### config.mk
export PLATFORM = sky130hd
export DESIGN_NAME = orp_prefetcher
export DESIGN_NICKNAME = d
export VERILOG_FILES = /design/src/rtl/orp_pkg.sv /design/src/rtl/orp_line_map.sv /design/src/rtl/orp_gap_finder.sv /design/src/rtl/orp_ctrl.sv /design/src/rtl/orp_prefetcher.sv
export SDC_FILE = /design/constraint.sdc
export NUM_CORES = 1
export LEC_CHECK = 0
export BUFFER_PORTS_ARGS = -buffer_cell sky130_fd_sc_hd__buf_2
export CAP_MARGIN = 20
export CORE_ASPECT_RATIO = 1.25
export CORE_UTILIZATION = 45
export CTS_BUF_LIST = sky130_fd_sc_hd__clkbuf_4 sky130_fd_sc_hd__clkbuf_8 sky130_fd_sc_hd__clkbuf_16
export DETAILED_ROUTE_END_ITERATION = 10
export PLACE_DENSITY = 0.86
export SYNTH_ARGS = -nofsm -noshare
export SYNTH_HDL_FRONTEND = slang
export SYNTH_SLANG_ARGS = --single-unit
### constraint.sdc
create_clock -name clk -period 1.5 [get_ports clk]
set_input_delay 0 -clock clk [delete_from_list [all_inputs] [get_ports clk]]
set_output_delay 0 -clock clk [all_outputs]
set_load 0.005 [all_outputs]
### src/rtl/orp_pkg.sv
`timescale 1ns/1ps
package orp_pkg;
    typedef enum logic [2:0] {
        ST_IDLE   = 3'd0,
        ST_TRACK  = 3'd1,
        ST_ISSUE  = 3'd2,
        ST_FINISH = 3'd3,
        ST_ABORT  = 3'd4
    } orp_state_e;
endpackage

### src/rtl/orp_line_map.sv
`timescale 1ns/1ps
// Per-line fetched record with two marking ports (demand and accepted prefetch).
module orp_line_map #(
    parameter int LINES  = 16,
    parameter int LIDX_W = $clog2(LINES)
) (
    input  logic              clk,
    input  logic              rst_n,
    input  logic              clr,
    input  logic              mark_a,
    input  logic [LIDX_W-1:0] idx_a,
    input  logic              mark_b,
    input  logic [LIDX_W-1:0] idx_b,
    output logic [LINES-1:0]  map
);
    for (genvar g = 0; g < LINES; g++) begin : g_bit
        always_ff @(posedge clk) begin
            if (!rst_n || clr) begin
                map[g] <= 1'b0;
            end else if ((mark_a && (idx_a == LIDX_W'(g))) ||
                         (mark_b && (idx_b == LIDX_W'(g)))) begin
                map[g] <= 1'b1;
            end
        end
    end
endmodule

### src/rtl/orp_gap_finder.sv
`timescale 1ns/1ps
// Lowest-index unmarked line.
module orp_gap_finder #(
    parameter int LINES  = 16,
    parameter int LIDX_W = $clog2(LINES)
) (
    input  logic [LINES-1:0]  map,
    output logic              found,
    output logic [LIDX_W-1:0] idx
);
    always_comb begin
        found = 1'b0;
        idx   = '0;
        for (int i = LINES - 1; i >= 0; i--) begin
            if (!map[i]) begin
                found = 1'b1;
                idx   = LIDX_W'(i);
            end
        end
    end
endmodule

### src/rtl/orp_ctrl.sv
`timescale 1ns/1ps
module orp_ctrl
    import orp_pkg::*;
#(
    parameter int WAIT_W = 4
) (
    input  logic              clk,
    input  logic              rst_n,
    input  logic              row_open,
    input  logic              close_req,
    input  logic              dem_other,
    input  logic              policy,
    input  logic [WAIT_W-1:0] waiting_cnt,
    input  logic [WAIT_W-1:0] wait_limit,
    input  logic              any_left,
    input  logic              pf_ready,
    output orp_state_e        state,
    output logic              track_en,
    output logic              pf_valid,
    output logic              accept,
    output logic              pf_done,
    output logic              pf_abort
);
    orp_state_e nxt;
    logic       stop_now;

    always_comb begin
        if (policy) stop_now = (waiting_cnt > wait_limit);
        else        stop_now = dem_other;
    end

    always_ff @(posedge clk) begin
        if (!rst_n) state <= ST_IDLE;
        else        state <= nxt;
    end

    always_comb begin
        nxt = state;
        unique case (state)
            ST_IDLE:   if (row_open) nxt = ST_TRACK;
            ST_TRACK: begin
                if (row_open)       nxt = ST_TRACK;
                else if (close_req) nxt = ST_ISSUE;
            end
            ST_ISSUE: begin
                if (row_open)       nxt = ST_TRACK;
                else if (stop_now)  nxt = ST_ABORT;
                else if (!any_left) nxt = ST_FINISH;
            end
            ST_FINISH: if (row_open) nxt = ST_TRACK;
            ST_ABORT:  if (row_open) nxt = ST_TRACK;
            default:   nxt = ST_IDLE;
        endcase
    end

    always_comb begin
        pf_valid = 1'b0;
        pf_done  = 1'b0;
        pf_abort = 1'b0;
        track_en = 1'b0;
        unique case (state)
            ST_IDLE:   ;
            ST_TRACK:  track_en = 1'b1;
            ST_ISSUE: begin
                track_en = 1'b1;
                pf_valid = any_left && !stop_now && !row_open;
            end
            ST_FINISH: pf_done = 1'b1;
            ST_ABORT: begin
                pf_done  = 1'b1;
                pf_abort = 1'b1;
            end
            default:   ;
        endcase
        accept = pf_valid && pf_ready;
    end
endmodule

### src/rtl/orp_prefetcher.sv
`timescale 1ns/1ps
module orp_prefetcher
    import orp_pkg::*;
#(
    parameter int LINES  = 16,
    parameter int ROW_W  = 14,
    parameter int WAIT_W = 4,
    localparam int LIDX_W = $clog2(LINES)
) (
    input  logic              clk,
    input  logic              rst_n,
    input  logic              row_open,
    input  logic [ROW_W-1:0]  row_id,
    input  logic              dem_valid,
    input  logic [ROW_W-1:0]  dem_row,
    input  logic [LIDX_W-1:0] dem_line,
    input  logic              close_req,
    input  logic              policy,
    input  logic [WAIT_W-1:0] wait_limit,
    input  logic [WAIT_W-1:0] waiting_cnt,
    output logic              pf_valid,
    input  logic              pf_ready,
    output logic [ROW_W-1:0]  pf_row,
    output logic [LIDX_W-1:0] pf_line,
    output logic              pf_done,
    output logic              pf_abort
);
    orp_state_e        state;
    logic [ROW_W-1:0]  cur_row;
    logic [LINES-1:0]  map;
    logic              any_left, track_en, accept, issuing;
    logic              dem_same, dem_other;
    logic [LIDX_W-1:0] gap_idx;

    always_ff @(posedge clk) begin
        if (!rst_n)        cur_row <= '0;
        else if (row_open) cur_row <= row_id;
    end

    assign dem_same  = dem_valid && (dem_row == cur_row);
    assign dem_other = dem_valid && (dem_row != cur_row);
    assign issuing   = (state == ST_ISSUE);

    orp_line_map #(.LINES(LINES), .LIDX_W(LIDX_W)) u_map (
        .clk    (clk),
        .rst_n  (rst_n),
        .clr    (row_open),
        .mark_a (dem_same && track_en),
        .idx_a  (dem_line),
        .mark_b (accept),
        .idx_b  (gap_idx),
        .map    (map)
    );

    orp_gap_finder #(.LINES(LINES), .LIDX_W(LIDX_W)) u_gap (
        .map   (map),
        .found (any_left),
        .idx   (gap_idx)
    );

    orp_ctrl #(.WAIT_W(WAIT_W)) u_ctrl (
        .clk         (clk),
        .rst_n       (rst_n),
        .row_open    (row_open),
        .close_req   (close_req),
        .dem_other   (dem_other),
        .policy      (policy),
        .waiting_cnt (waiting_cnt),
        .wait_limit  (wait_limit),
        .any_left    (any_left),
        .pf_ready    (pf_ready),
        .state       (state),
        .track_en    (track_en),
        .pf_valid    (pf_valid),
        .accept      (accept),
        .pf_done     (pf_done),
        .pf_abort    (pf_abort)
    );

    assign pf_row  = cur_row;
    assign pf_line = gap_idx;
endmodule

==> results.json, run 1 <==
{
  "peakVddDrop_mv": 0.684,
  "synth_seq_area_share_pct": 32.6,
  "syn_nets": 280,
  "yosysWarnings": 0,
  "violations": "setup timing",
  "floorplan.initialDensity_pct": 48.3,
  "cts_max_level": 2,
  "p_leak_nw": 1.43,
  "grt_pass1_vias": 2586,
  "routed_wl_mm": 9.05,
  "cts_tree": "yes",
  "synthArstFlopShare_pct": 0,
  "clock_sinks": 33,
  "clk_latency_ns": 0.30,
  "hpwlAfterDp_mm": 4.71,
  "slew_headroom_pct": 46.0,
  "overflow": 0,
  "die_w_microns": 62.0,
  "min_path_type": "in -> reg",
  "synth_seq_cells": 33,
  "setup_viol": 23,
  "grt_max_degree": 18,
  "layout-drive-gt1-share_pct": 52.4,
  "die_h_microns": 77.0,
  "slowest_stage": "nor4_4",
  "path_max_fanout": 4,
  "rsz0062_at_grt": "yes",
  "synth_flop_cell": "dfxtp_1",
  "clk_pin_slew_ns": 0.08,
  "synth_edf_count": 0,
  "slew_viol_final": 0,
  "worstMarginPinSlew_ns": 0.811,
  "fin_hold_ws_ns": 0.0109,
  "ys_types": 49,
  "antenna_found_initial": 0,
  "dr.pass1.iters": 6,
  "row_count": 26,
  "min_period_over_period_pct": 152,
  "crit_required_ns": 1.69,
  "syn-instance-count": 229,
  "port_buffers": 67,
  "synth_area_per_cell_sq_um": 8.85,
  "ant_nets": 0,
  "cp-end-kind": "register",
  "cts_buffers": 5,
  "cts-root-buf": "clkbuf_8",
  "synth_area_sq_um": 2030,
  "drc": 0,
  "layout_common_cells": "67 x buf_2, 47 x buf_4, 19 x nor2b_1, 19 x dfxtp_2, 14 x mux2i_1",
  "skew_ns": 0.00407,
  "finalCriticalPeriod_ns": 2.28,
  "slowest_delay_ns": 0.41,
  "clk_path_buf_depth": 2,
  "pre_cts_slack_ns": -0.280,
  "antenna_cells": 0,
  "cpLargestDelayFamily": "simple AND/OR/NAND/NOR gates",
  "status": "finished with violations",
  "clock.fmax_ghz": 0.439,
  "die_area_sq_um": 4780,
  "final_nets": 407,
  "layout_setup_ws_ns": -0.777,
  "gp_congestion": 0.906,
  "pin_count": 68,
  "num_vias": 2523,
  "powerDensity_nw_per_um2": 652,
  "grt_pass1_wl_mm": 11.5,
  "hold_viol": 0,
  "path_buf_inv": 1,
  "grtUsageTotal_pct": 32.8,
  "crit_chain": "xor2_2, nor4_4, buf_4, nand4_1, nor3b_2, nand3b_1, o32ai_1",
  "worstSetupPathType": "reg -> reg",
  "drtIter0Drc": 286,
  "drv_cap": 0,
  "synthToLayoutAreaGrowth_pct": 58.9,
  "arrival_ns": 2.47,
  "cp-start-kind": "register",
  "wl_per_cell_microns": 21.9,
  "core_area_sq_um": 4200,
  "layout_commonest_cell": "buf_2",
  "avgViaCountPerCell": 6.11
}
logic make-up (layout without fill, tap and decap cells):
family	after synthesis	count (layout)	synth area share (%)
flops	33	33	32.6
xor+xnor	15	15	6.49
simple gates	82	82	26.8
mux	14	14	6.92
fa+ha+maj	4	4	2.47
buf+inv	19	147	3.64
compound gates	62	62	21.1
synthesized netlist by cell type (5+ instances only):
master | instances | area (sq um)
dfxtp_1 | 33 | 661
o21ai_0 | 6 | 30.0
nand2b_1 | 6 | 37.5
o21ai_1 | 10 | 50.1
a22oi_1 | 8 | 60.1
a21oi_1 | 11 | 55.1
nand2_1 | 15 | 56.3
inv_1 | 11 | 41.3
nand4_1 | 5 | 31.3
o22ai_1 | 6 | 37.5
nor2_1 | 11 | 41.3
nor2b_1 | 20 | 125
xor2_1 | 15 | 131
mux2i_1 | 14 | 140
flip-flops by register name, indices dropped and copies added (netlist names):
signal        cells
u_ctrl.state      3
pf_row           14
u_map.map        16
tightest hold or removal path, stage by stage:
cell	delay [ns]
buf_2	0.09
mux2i_1	0.07
nor2b_1	0.11
path summary, 6_finish.rpt:
check	from	end	slack, ns	depth (start not counted)
min reg2reg	u_ctrl.state[1]	u_ctrl.state[1]	0.54	2
max reg2reg	pf_row[9]	u_map.map[4]	-0.78	7
min	row_id[0]	pf_row[0]	0.01	3
max	pf_row[9]	u_map.map[4]	-0.78	7
area by class of cell:
cell class | count | area, sq um
Fill cell | 244 | 978
Clock inverter | 3 | 17.5
Clock buffer | 5 | 68.8
Sequential cell | 33 | 688
Timing Repair Buffer | 128 | 833
Tap cell | 56 | 70.1
Multi-Input combinational cell | 177 | 1500
Inverter | 11 | 41.3
metrics by stage:
step / TNS (ns) / power (mW) / util (%) / instances / area [sq um]
after detailed placement: -4.90 / 1.30 / 66.2 / 391 / 2780
after global routing: -13.28 / 2.14 / 76.7 / 413 / 3220
after CTS: -7.53 / 2.01 / 73.8 / 411 / 3100
after floorplan: -1.67 / 1.13 / - / 229 / 2060
after global placement: -3.91 / 1.28 / 66.2 / 391 / 2780
final: -12.36 / 2.10 / 76.7 / 413 / 3220
repair_timing:
action                                 in CTS  in global routing
resized for setup                          32                 24
pin swaps                                  18                 20
hold buffers                               10                  0
setup endpoints to repair                  23                 24
buffers inserted                            2                  2
endpoints found under the hold margin      10                  0
layer usage:
layer  wire length (microns)  global-route usage (%)  part of all wire, %  vias up
met1                    2810                    32.5                   31     1145
li1                        -                       -                    -     1088
met5                       0                       0                    0        -
met2                    4430                    57.1                   49      202
met3                     923                    8.77                   10       88
met4                     885                    19.8                  9.8        0
power by group:
| group | internal, mW | switching (mW) | leakage [nW] |
|---|---|---|---|
| Clock | 0.321 | 0.376 | 0.0439 |
| Combinational | 0.215 | 0.254 | 1.11 |
| Sequential | 0.902 | 0.0290 | 0.278 |
No activity file was read; power rests on OpenSTA's default activity.
==> run 2: changes to the inputs <==
--- a/config.mk
+++ b/config.mk
@@ -11,6 +11,7 @@
 export CORE_UTILIZATION = 45
 export CTS_BUF_LIST = sky130_fd_sc_hd__clkbuf_4 sky130_fd_sc_hd__clkbuf_8 sky130_fd_sc_hd__clkbuf_16
 export DETAILED_ROUTE_END_ITERATION = 10
+export HOLD_SLACK_MARGIN = 0.03
 export PLACE_DENSITY = 0.86
 export SYNTH_ARGS = -nofsm -noshare
 export SYNTH_HDL_FRONTEND = slang
==> run 2 against run 1 <==
The run still ends with setup timing left. Register-to-register slack better by 0.24 ns. First-iteration DRC count down 16%. Clock power down 2%. Final area up 2.1%. Worst setup slack better by 0.24 ns. Via count down 1.5%. Flip-flop and latch count unchanged. Critical path depth down 1. Critical path type unchanged. Combinational power down 2%. Count of clock-buffer cells in the layout unchanged. Clock skew down 0.00093 ns. Critical endpoint is now u_map.map[8]. Routed wire length down 10%.
==> results.json, run 2 (synthesis results as in run 1) <==
{
  "p_leak_nw": 1.46,
  "core_area_sq_um": 4200,
  "hold_viol": 0,
  "instances_no_fill": 419,
  "die_area_sq_um": 4780,
  "skew_ns": 0.00315,
  "layout_commonest_cell": "buf_2",
  "clk_path_buf_depth": 2,
  "die_h_microns": 77.0,
  "largest_reg_flops": 16,
  "row_count": 26,
  "clk_latency_ns": 0.29,
  "dr.pass1.iters": 5,
  "arrival_ns": 2.24,
  "num_vias": 2485,
  "peakVddDrop_mv": 0.692,
  "grt_pass1_wl_mm": 12.1,
  "cts_tree": "yes",
  "drv_cap": 0,
  "fin_util_pct": 78.3,
  "layout-drive-gt1-share_pct": 52.1,
  "powerDensity_nw_per_um2": 631,
  "finalCriticalPeriod_ns": 2.03,
  "synthToLayoutAreaGrowth_pct": 62.2,
  "regMostFlops": "u_map.map",
  "cp-end-kind": "register",
  "grtUsageTotal_pct": 34.8,
  "die_w_microns": 62.0,
  "cts_buffers": 5,
  "layout_setup_ws_ns": -0.532,
  "floorplan.initialDensity_pct": 48.3,
  "min_period_over_period_pct": 135,
  "final_nets": 413,
  "min_path_type": "in -> reg",
  "hpwlAfterDp_mm": 4.71,
  "wl_per_cell_microns": 19.4,
  "grt_max_degree": 18,
  "setup_viol": 23,
  "placed_cells": 391,
  "cts-root-buf": "clkbuf_8",
  "status": "finished with violations",
  "overflow": 0,
  "layout_common_cells": "67 x buf_2, 49 x buf_4, 19 x nor2b_1",
  "rsz0062_at_grt": "yes",
  "antenna_found_initial": 0,
  "cts_max_level": 2,
  "drtIter0Drc": 241,
  "crit_required_ns": 1.71,
  "slew_viol_final": 0,
  "ant_nets": 0,
  "pin_count": 68,
  "cp-start-kind": "register",
  "drc": 0,
  "worstSetupPathType": "reg -> reg",
  "antenna_cells": 0,
  "path_max_fanout": 4,
  "port_buffers": 67,
  "routed_wl_mm": 8.13,
  "gp_congestion": 0.906,
  "grt_pass1_vias": 2583,
  "slew_headroom_pct": 44.7,
  "clock.fmax_ghz": 0.492,
  "avgViaCountPerCell": 5.93,
  "clock_sinks": 33,
  "clk_pin_slew_ns": 0.07,
  "worstMarginPinSlew_ns": 0.829,
  "violations": "setup timing"
}
[run 2: cell types whose count changed in the layout (fill, tap and decap cells not counted), sizes merged]
cell         delta
buf             +2
dlygate4sd3     +4
[run 2: what timing repair did]
action / CTS / global route
hold endpoints to repair: 14 / 0
endpoints found under the setup margin: 23 / 24
gates resized for setup: 32 / 26
pin swaps: 18 / 22
hold buffers: 14 / 0
setup buffers: 2 / 4
[run 2: worst max-delay path: stages, from the launching register on]
cell and delay [ns]:
dfxtp_2 0.34, xor2_1 0.17, nor4_4 0.47, a41oi_4 0.27
nor3_4 0.28, nand4_2 0.20, o21ai_1 0.21
[run 2: metal layers]
layer	wire (microns)	global-route usage, %	vias to the layer above	part of all wire [%]
li1	-	-	1098	-
met1	2820	35.5	1172	35
met2	4230	59.7	171	52
met3	653	8.94	44	8.0
met4	416	21.3	0	5.1
met5	0	0	-	0
[run 2: worst paths after layout]
path | startpoint | to | slack, ns | depth (start not counted)
setup / recovery | pf_row[12] | u_map.map[8] | -0.53 | 6
hold reg to reg | u_map.map[4] | u_map.map[4] | 0.56 | 2
hold / removal | row_id[1] | pf_row[1] | 0.08 | 3
setup reg to reg | pf_row[12] | u_map.map[8] | -0.53 | 6
[run 2: layout make-up]
class,instances,area [sq um]
fill,235,911
tap,56,70.1
multi-input combinational,177,1510
inverter,11,41.3
sequential,33,689
clock buffer,5,68.8
clock inverter,3,17.5
timing repair buffer,134,888
[run 2: power by group]
group | leakage [nW] | internal [mW] | switching, mW
sequential | 0.278 | 0.901 | 0.0292
combinational | 1.14 | 0.224 | 0.236
clock | 0.0439 | 0.320 | 0.362
[run 2: metrics by stage]
stage                     power [mW]  setup slack, ns  hold slack, ns  TNS (ns)  area (sq um)
after floorplan                 1.13           -0.144           0.102     -1.67          2060
after global placement          1.28           -0.253           0.253     -3.91          2780
after detailed placement        1.30           -0.280           0.268     -4.90          2780
after CTS                       2.02           -0.409          0.0402     -7.53          3140
after global routing            2.15           -0.585          0.0601    -10.99          3290
final                           2.07           -0.532          0.0837     -9.64          3290
==> run 3: changes to the inputs <==
--- a/config.mk
+++ b/config.mk
@@ -12,7 +12,8 @@
 export CTS_BUF_LIST = sky130_fd_sc_hd__clkbuf_4 sky130_fd_sc_hd__clkbuf_8 sky130_fd_sc_hd__clkbuf_16
 export DETAILED_ROUTE_END_ITERATION = 10
 export HOLD_SLACK_MARGIN = 0.03
-export PLACE_DENSITY = 0.86
+export MAX_ROUTING_LAYER = met4
+export PLACE_DENSITY = 0.84
 export SYNTH_ARGS = -nofsm -noshare
 export SYNTH_HDL_FRONTEND = slang
 export SYNTH_SLANG_ARGS = --single-unit
==> constraint.sdc (replaced) <==
create_clock -name clk -period 2.4 [get_ports clk]
set_input_delay 0 -clock clk [delete_from_list [all_inputs] [get_ports clk]]
set_output_delay 0 -clock clk [all_outputs]
set_load 0.005 [all_outputs]
==> run 3 against run 2 <==
The run now ends clean. Non-clock buffer count is 52 lower. Total power fell by 42%. Via count shrank 19%. Sequential power fell by 38%. Global-route usage down 10 points. Combinational power shrank 56%. Core utilization is 15 points lower. Critical path depth did not move. Routed wire length down 36%. Final area decreased by 20%. Largest cell class unchanged. Largest power group unchanged.
==> results.json, run 3 (synthesis results as in run 1) <==
{
  "grt_pass1_vias": 2091,
  "row_count": 26,
  "port_buffers": 67,
  "worstSetupPathType": "reg -> out",
  "hold_viol": 0,
  "powerDensity_nw_per_um2": 457,
  "finish.instance_area_sq_um": 2640,
  "post_cts_resized": 0,
  "floorplan.initialDensity_pct": 48.3,
  "slew_viol_final": 0,
  "clock_sinks": 33,
  "avgViaCountPerCell": 5.53,
  "crit_required_ns": 2.40,
  "clk_latency_ns": 0.29,
  "worstMarginPinSlew_ns": 0.763,
  "fill_cells": 343,
  "largest_reg_flops": 16,
  "path_max_fanout": 4,
  "status": "complete, no violations",
  "grt_max_degree": 20,
  "num_vias": 2023,
  "antenna_cells": 0,
  "dpl-instance-area_sq_um": 2400,
  "r2r_slack_ns": 0.47,
  "skew_ns": 0.0126,
  "cp-start-kind": "register",
  "grtUsageTotal_pct": 24.8,
  "routed_wl_mm": 5.19,
  "pin_count": 68,
  "instances_no_fill": 366,
  "finalCriticalPeriod_ns": 2.03,
  "multi_input_area_sq_um": 1290,
  "setup_tns_ns": 0,
  "overflow": 0,
  "min_path_type": "in -> reg",
  "layout-drive-gt1-share_pct": 27.4,
  "arrival_ns": 2.03,
  "post_cts_buffers": 0,
  "synthToLayoutAreaGrowth_pct": 30.3,
  "core_area_sq_um": 4200,
  "gp_congestion": 0.922,
  "antenna_found_initial": 0,
  "die_w_microns": 62.0,
  "cts_max_level": 2,
  "hpwlAfterDp_mm": 3.91,
  "wl_per_cell_microns": 14.2,
  "clk_path_buf_depth": 2,
  "die_area_sq_um": 4780,
  "drtIter0Drc": 100,
  "regMostFlops": "u_map.map",
  "final_nets": 361,
  "rsz0062_at_grt": "no",
  "layout_common_cells": "67 x buf_2, 33 x dfxtp_1, 20 x nor2b_1",
  "ff_latch_area_sq_um": 661,
  "die_h_microns": 77.0,
  "grt_pass1_wl_mm": 8.78,
  "dr.pass1.iters": 4,
  "drc": 0,
  "layout_commonest_cell": "buf_2",
  "ff2ff_path_depth": 6,
  "ctsHoldBuffers": 15,
  "min_period_over_period_pct": 84.5,
  "drv_cap": 0,
  "whs_path_depth": 2,
  "p_leak_nw": 1.15,
  "cts_tree": "yes",
  "cts_buffers": 5,
  "setup_viol": 0,
  "peakVddDrop_mv": 0.292,
  "clk_pin_slew_ns": 0.07,
  "cts-root-buf": "clkbuf_8",
  "cp-end-kind": "output pin",
  "placed_cells": 344,
  "slew_headroom_pct": 49.0,
  "ant_nets": 0,
  "clock.fmax_ghz": 0.493
}
[run 3: per-stage QoR]
| step | util, % | power [mW] | hold WS, ns | setup WS (ns) |
|---|---|---|---|---|
| 6_report | 62.9 | 1.21 | 0.0401 | 0.371 |
| 5_1_grt | 62.9 | 1.27 | 0.0319 | 0.282 |
| 4_1_cts | 62.9 | 1.22 | 0.0313 | 0.343 |
| 3_5_place_dp | 57.2 | 0.776 | 0.269 | 0.476 |
| 3_3_place_gp | 57.2 | 0.770 | 0.254 | 0.541 |
| 2_1_floorplan | - | 0.701 | 0.102 | 0.687 |
[run 3: final timing paths]
kind                             startpoint             to
worst max register to register    pf_row[9]  u_map.map[14]
worst min register to register    pf_row[8]      pf_row[8]
worst max-delay path              pf_row[9]       pf_valid
worst min-delay path            dem_line[1]   u_map.map[0]
[run 3: cell type report]
type	count	share of cell area (%)
clock buffer	6	3.13
clock inverter	1	0.284
inverter	11	1.56
multi-input combinational	177	48.9
sequential	33	25.0
tap	56	2.66
timing repair buffer	82	18.4
[run 3: worst max-delay path, stage by stage, from the launching register on]
cell	delay, ns
dfxtp_1	0.33
xor2_1	0.19
nor4_4	0.40
a41oi_4	0.20
nor2_1	0.26
and4_1	0.24
buf_2	0.12
[run 3: report_power, final]
group	internal [mW]	total (mW)	leakage, nW	switching, mW
registers	0.564	0.580	0.269	0.0167
clock network	0.226	0.422	0.0433	0.196
logic	0.103	0.204	0.838	0.101
[run 3: routing by layer]
metal	routed length (microns)	global-route usage, %	up-vias
met5	0	-	-
met2	2710	44.0	79
li1	-	-	1002
met4	102	6.89	0
met1	2110	26.5	930
met3	272	5.06	12
